==> src/rtl/alu_flagcore_pkg.sv <==
package alu_flagcore_pkg;

  typedef enum logic [3:0] {
    OP_AND = 4'h0, OP_XOR = 4'h1, OP_SUB = 4'h2, OP_RSB = 4'h3,
    OP_ADD = 4'h4, OP_ADC = 4'h5, OP_SBC = 4'h6, OP_RSC = 4'h7,
    OP_TST = 4'h8, OP_TEQ = 4'h9, OP_CMP = 4'hA, OP_CMN = 4'hB,
    OP_ORR = 4'hC, OP_MOV = 4'hD, OP_BIC = 4'hE, OP_MVN = 4'hF
  } alu_op_e;

  // Flag bit positions inside the 4-bit flag vector.
  localparam int FL_N = 3;
  localparam int FL_Z = 2;
  localparam int FL_C = 1;
  localparam int FL_V = 0;

  function automatic logic op_is_probe(input logic [3:0] code);
    return code[3:2] == 2'b10;
  endfunction

  function automatic logic op_uses_adder(input logic [3:0] code);
    return (code[3:2] == 2'b01) || (code[3:1] == 3'b001) || (code[3:1] == 3'b101);
  endfunction

endpackage

==> src/rtl/alu_bitwise.sv <==
module alu_bitwise
  import alu_flagcore_pkg::*;
#(
  parameter int WIDTH = 32
) (
  input  logic [3:0]       op,
  input  logic [WIDTH-1:0] lhs,
  input  logic [WIDTH-1:0] rhs,
  output logic [WIDTH-1:0] res
);
  always_comb begin
    unique case (op)
      OP_AND, OP_TST: res = lhs & rhs;
      OP_XOR, OP_TEQ: res = lhs ^ rhs;
      OP_ORR:         res = lhs | rhs;
      OP_MOV:         res = rhs;
      OP_BIC:         res = lhs & ~rhs;
      OP_MVN:         res = ~rhs;
      default:        res = '0;
    endcase
  end
endmodule

==> src/rtl/alu_addsub.sv <==
module alu_addsub
  import alu_flagcore_pkg::*;
#(
  parameter int WIDTH = 32
) (
  input  logic [3:0]       op,
  input  logic [WIDTH-1:0] lhs,
  input  logic [WIDTH-1:0] rhs,
  input  logic             cin,
  output logic [WIDTH-1:0] sum,
  output logic             cout,
  output logic             ovf
);
  localparam int SW = WIDTH + 1;

  logic [WIDTH-1:0] opa, opb;
  logic             c0;
  logic [SW-1:0]    total;

  // Every form is mapped onto a single adder: a + b + c0.
  always_comb begin
    opa = lhs;
    opb = rhs;
    c0  = 1'b0;
    unique case (op)
      OP_SUB, OP_CMP: begin opa = lhs; opb = ~rhs; c0 = 1'b1; end
      OP_RSB:         begin opa = rhs; opb = ~lhs; c0 = 1'b1; end
      OP_ADD, OP_CMN: begin opa = lhs; opb = rhs;  c0 = 1'b0; end
      OP_ADC:         begin opa = lhs; opb = rhs;  c0 = cin;  end
      OP_SBC:         begin opa = lhs; opb = ~rhs; c0 = cin;  end
      OP_RSC:         begin opa = rhs; opb = ~lhs; c0 = cin;  end
      default:        begin opa = lhs; opb = rhs;  c0 = 1'b0; end
    endcase
  end

  assign total = {1'b0, opa} + {1'b0, opb} + {{WIDTH{1'b0}}, c0};
  assign sum   = total[WIDTH-1:0];
  assign cout  = total[WIDTH];
  assign ovf   = (opa[WIDTH-1] == opb[WIDTH-1]) && (total[WIDTH-1] != opa[WIDTH-1]);
endmodule

==> src/rtl/alu_flagcore.sv <==
module alu_flagcore
  import alu_flagcore_pkg::*;
#(
  parameter int WIDTH = 32
) (
  input  logic             clk,
  input  logic             rst,
  input  logic             in_valid,
  input  logic [3:0]       op,
  input  logic [WIDTH-1:0] lhs,
  input  logic [WIDTH-1:0] rhs,
  input  logic [3:0]       flags_in,
  input  logic             shift_carry,
  input  logic             set_flags,
  output logic             out_valid,
  output logic [WIDTH-1:0] result,
  output logic [3:0]       flags_out,
  output logic             wr_en
);
  logic [WIDTH-1:0] logic_res, arith_res, next_res;
  logic             arith_c, arith_v, is_arith, is_probe, upd;
  logic [3:0]       next_flags;

  alu_bitwise #(.WIDTH(WIDTH)) u_bitwise (
    .op(op), .lhs(lhs), .rhs(rhs), .res(logic_res)
  );

  alu_addsub #(.WIDTH(WIDTH)) u_addsub (
    .op(op), .lhs(lhs), .rhs(rhs), .cin(flags_in[FL_C]),
    .sum(arith_res), .cout(arith_c), .ovf(arith_v)
  );

  assign is_arith = op_uses_adder(op);
  assign is_probe = op_is_probe(op);
  assign upd      = set_flags || is_probe;
  assign next_res = is_arith ? arith_res : logic_res;

  always_comb begin
    next_flags = flags_in;
    if (upd) begin
      next_flags[FL_N] = next_res[WIDTH-1];
      next_flags[FL_Z] = (next_res == '0);
      next_flags[FL_C] = is_arith ? arith_c : shift_carry;
      next_flags[FL_V] = is_arith ? arith_v : flags_in[FL_V];
    end
  end

  always_ff @(posedge clk) begin
    if (rst) begin
      out_valid <= 1'b0;
      wr_en     <= 1'b0;
      result    <= '0;
      flags_out <= '0;
    end else begin
      out_valid <= in_valid;
      wr_en     <= in_valid && !is_probe;
      if (in_valid) begin
        result    <= next_res;
        flags_out <= next_flags;
      end
    end
  end

  AST_PROBE_NO_WRITE: assert property (@(posedge clk) disable iff (rst)
    in_valid && op[3:2] == 2'b10 |=> !wr_en) else $error("probe wrote");
  AST_FLAGS_KEPT: assert property (@(posedge clk) disable iff (rst)
    in_valid && !set_flags && op[3:2] != 2'b10 |=> flags_out == $past(flags_in)) else $error("flags moved");
  AST_LOGIC_V_KEPT: assert property (@(posedge clk) disable iff (rst)
    in_valid && (set_flags || op[3:2] == 2'b10) && !op_uses_adder(op)
    |=> flags_out[FL_V] == $past(flags_in[FL_V])) else $error("V moved");
  AST_ZERO_FLAG: assert property (@(posedge clk) disable iff (rst)
    in_valid && (set_flags || op[3:2] == 2'b10) |=> flags_out[FL_Z] == (result == '0)) else $error("Z wrong");
  AST_IDLE_HOLD: assert property (@(posedge clk) disable iff (rst)
    !in_valid |=> !out_valid && !wr_en && $stable(result) && $stable(flags_out)) else $error("idle moved");
  AST_VALID_FOLLOW: assert property (@(posedge clk) disable iff (rst)
    in_valid |=> out_valid) else $error("valid lost");
endmodule

==> config.mk <==
export PLATFORM = sky130hd
export DESIGN_NAME = alu_flagcore
export DESIGN_NICKNAME = d
export VERILOG_FILES = /design/src/rtl/alu_flagcore_pkg.sv /design/src/rtl/alu_bitwise.sv /design/src/rtl/alu_addsub.sv /design/src/rtl/alu_flagcore.sv
export SDC_FILE = /design/constraint.sdc
export NUM_CORES = 1
export LEC_CHECK = 0
export ABC_AREA = 1
export BUFFER_PORTS_ARGS = -buffer_cell sky130_fd_sc_hd__buf_2
export CORE_MARGIN = 2
export CORE_UTILIZATION = 56
export CTS_BUF_LIST = sky130_fd_sc_hd__clkbuf_2
export CTS_CLUSTER_DIAMETER = 60
export CTS_CLUSTER_SIZE = 25
export DETAILED_ROUTE_END_ITERATION = 7
export PLACE_DENSITY = 0.75
export SYNTH_ARGS = -nofsm -noshare
export SYNTH_HDL_FRONTEND = slang
export SYNTH_SLANG_ARGS = --single-unit
==> constraint.sdc <==
create_clock -name clk -period 8.33 [get_ports clk]
set_input_delay 0.833 -clock clk [delete_from_list [all_inputs] [get_ports clk]]
set_output_delay 0.833 -clock clk [all_outputs]
set_load 0.02 [all_outputs]
==> impl_metrics.csv <==
group,metric,value,unit
sta,hold_viol_final,0,
synthesis,synth_edf_count,0,
floorplanning,die_area,0.0134,sq mm
floorplanning,die_h,116,um
detailed_routing,via_per_inst,5.66,
pwr,vdd_drop_max,0.000122,V
status,status,"finished clean",
critical_path,critical_path_required,8.69,ns
cells_and_area,final_util,63.4,%
global_route,grt_util_all_layers,38.7,%
place,hpwlAfterDp,20000,um
sta,postLayoutSetupSlackWorst,3.94,ns
place,io_buffers,114,
synthesis,synth_top_area_share,24.5,%
critical_path,path_class,"input pin to flop",
critical_path,cp.arrival,4.75,ns
sta,fin_skew,0,ns
floorplanning,start_util,57.6,%
clock_network,root_buffer,"clkbuf_2",
critical_path,cp-start-kind,"input pin",
cells_and_area,layout.nets,1534,
detailed_routing,vias,8845,
synthesis,synth-seq-area-share,10.9,%
cells_and_area,register_area,761,sq um
detailed_routing,dr.pass1.iters,5,
worst_hold_path,hold_class,"flop to flop",
synthesis,synthesis.area,0.00698,sq mm
sta,finalCritPeriodShare,52.7,%
place,gp_congestion,1.10,
run,maxCapViolations,0,
synthesis,async_flop_share,0,%
synthesis,postSynthCellCount,1310,
global_route,grt_pass1_vias,8131,
global_route,antenna_found_initial,0,
cells_and_area,drive_above_1_share,10.6,%
sta,worstMarginPinSlew,0.992,ns
global_route,grt_overflow,0,
synthesis,synth-main-ff-cell,"dfxtp_1",
floorplanning,fp-row-count,40,
critical_path,end_kind,"flop",
synthesis,yosys-top-cells-count,"nand2_1 (455), inv_1 (220), nor2_1 (101)",
synthesis,synth_area_leaders,"nand2_1 (24%), inv_1 (12%), ha_1 (11%), dfxtp_1 (11%), o21ai_0 (6.0%)",
place,place_area,0.00762,sq mm
sta,tns,0,ns
clock_network,cts.htree.levels,2,
clock_network,cts_tree,"built",
sta,fin_crit,4.39,ns
sta,slew_headroom,33.7,%
sta,slew_viol_final,0,
synthesis,yosysWarnings,0,
cells_and_area,fin_area,0.00768,sq mm
place,dp.cells,1553,
pwr,p_leak,4.35,nW
synthesis,synth_nets,1452,
place,pre_cts_ws,3.63,ns
clock_network,cts_buffer_depth,2,
cells_and_area,fillers,1308,
sta,grt_setup_unrepaired,"no",
detailed_routing,wl_per_cell,16.8,um
global_route,grt_max_degree,67,
sta,setup_viol,0,
detailed_routing,drcViolationCount,0,
sta,fmax,0.228,GHz
clock_network,cts_buffers,5,
critical_path,crit_fanout,66,
synthesis,ys_ff_latch,38,
cells_and_area,area_growth,10.1,%
floorplanning,io_pins,115,
clock_network,cts-hold-fix-buffers,0,
detailed_routing,drt_iter0_drc,869,
detailed_routing,drt-total-wl,26200,um
synthesis,synth.distinct_cells,39,
cells_and_area,multi_input_area,0.00517,sq mm
cells_and_area,stdcell_count,1562,
synthesis,synth_area_per_cell,5.33,sq um
synthesis,synth.most_common_cell,"nand2_1",
clock_network,post_cts_buffers,0,
clock_network,clk_latency,0.41,ns
detailed_routing,ant_nets,0,
pwr,power.density_cell_area,119,mW/mm^2
floorplanning,core,0.0121,sq mm
clock_network,cts.sinks,38,
global_route,grt_pass1_wl,40300,um
synthesis,synth_area_leader_cell,"nand2_1",
floorplanning,die_w,116,um
clock_network,ctsResizeCount,0,
clock_network,clk_pin_slew,0.19,ns
logic make-up after synthesis:
kind of cell,after synthesis,share of synthesized area [%]
adder cells (fa/ha/maj),65,11.9
AND/OR/NAND/NOR,687,40.4
buffers and inverters,273,15.2
flip-flops,38,10.9
XOR/XNOR,10,1.26
AO/OA/AOI/OAI,237,20.4
placed cells by master (no fill, tap or decap), types with 8 or more instances in the layout:
cell        n
a21oi_1    66
nand3_1    77
dfxtp_1    38
nand3b_1   11
o221ai_1   33
nand4_1    16
o211ai_1   19
nor3_1     12
o21ai_1     8
ha_1       63
inv_1     220
o21ai_0    83
nand2_1   455
buf_2     114
nor2_1     99
xor2_1     10
sequential cells by signal (all words and copies together), names as in the netlist:
signal     count
result        32
out_valid      1
flags_out      4
wr_en          1
metrics by stage:
step	power [mW]	hold slack (ns)
after floorplan	0.611	0.542
after global placement	0.786	0.452
after detailed placement	0.789	0.452
after CTS	0.904	0.475
after global routing	0.991	0.492
final	0.918	0.477
path summary, 6_finish.rpt:
| check | startpoint | slack (ns) | cells past startpoint | endpoint |
|---|---|---|---|---|
| worst max-delay path | op[1] | 3.94 | 28 | flags_out[2]$_SDFFE_PP0P_ |
| worst min-delay path | flags_out[1]$_SDFFE_PP0P_ | 0.48 | 2 | flags_out[1]$_SDFFE_PP0P_ |
| worst max register to register | result[19]$_SDFFE_PP0P_ | 7.59 | 2 | result[19]$_SDFFE_PP0P_ |
| worst min register to register | flags_out[1]$_SDFFE_PP0P_ | 0.48 | 2 | flags_out[1]$_SDFFE_PP0P_ |
worst max-delay path, cell delays in order:
cell and delay (ns):
buf_2 0.16, nand2_1 0.12, nor2_4 0.09, buf_4 0.49, nor2_1 0.14, inv_1 0.08
buf_4 0.37, o221ai_1 0.17, ha_1 0.39, nand2_1 0.10, nand2_1 0.07, inv_1 0.07
nand2_1 0.12, nand2_1 0.11, nand2_1 0.11, nand2_1 0.12, nand2_1 0.13, nand3_1 0.14
nand2_1 0.11, nand2_1 0.08, nand3_1 0.06, nand2_1 0.18, nand2_1 0.07, nor2_1 0.12
nand2_1 0.06, nor2_1 0.11, nor2_1 0.05, nor2_1 0.07
per-layer routing:
metal / track usage (%) / wire [um] / vias to the layer above
met3: 4.24 / 2190 / 95
met2: 66.2 / 12000 / 477
li1: - / - / 4406
met1: 47.2 / 10300 / 3867
met5: 0 / 0 / -
met4: 21.7 / 1690 / 0
cell type report:
class | count | area share, %
clock buffer | 7 | 0.456
antenna | 1 | 0.0326
clock inverter | 1 | 0.391
inverter | 227 | 11.1
multi-input combinational | 999 | 67.3
sequential | 38 | 9.90
tap | 168 | 2.74
timing repair buffer | 121 | 8.11
power breakdown:
part           leakage, nW  switching (mW)  internal, mW  total (mW)
sequential           0.316         0.00920         0.200       0.209
combinational         3.99           0.404         0.189       0.592
clock               0.0432          0.0633        0.0535       0.117
Note: power is estimated with default switching activity, not from simulation.
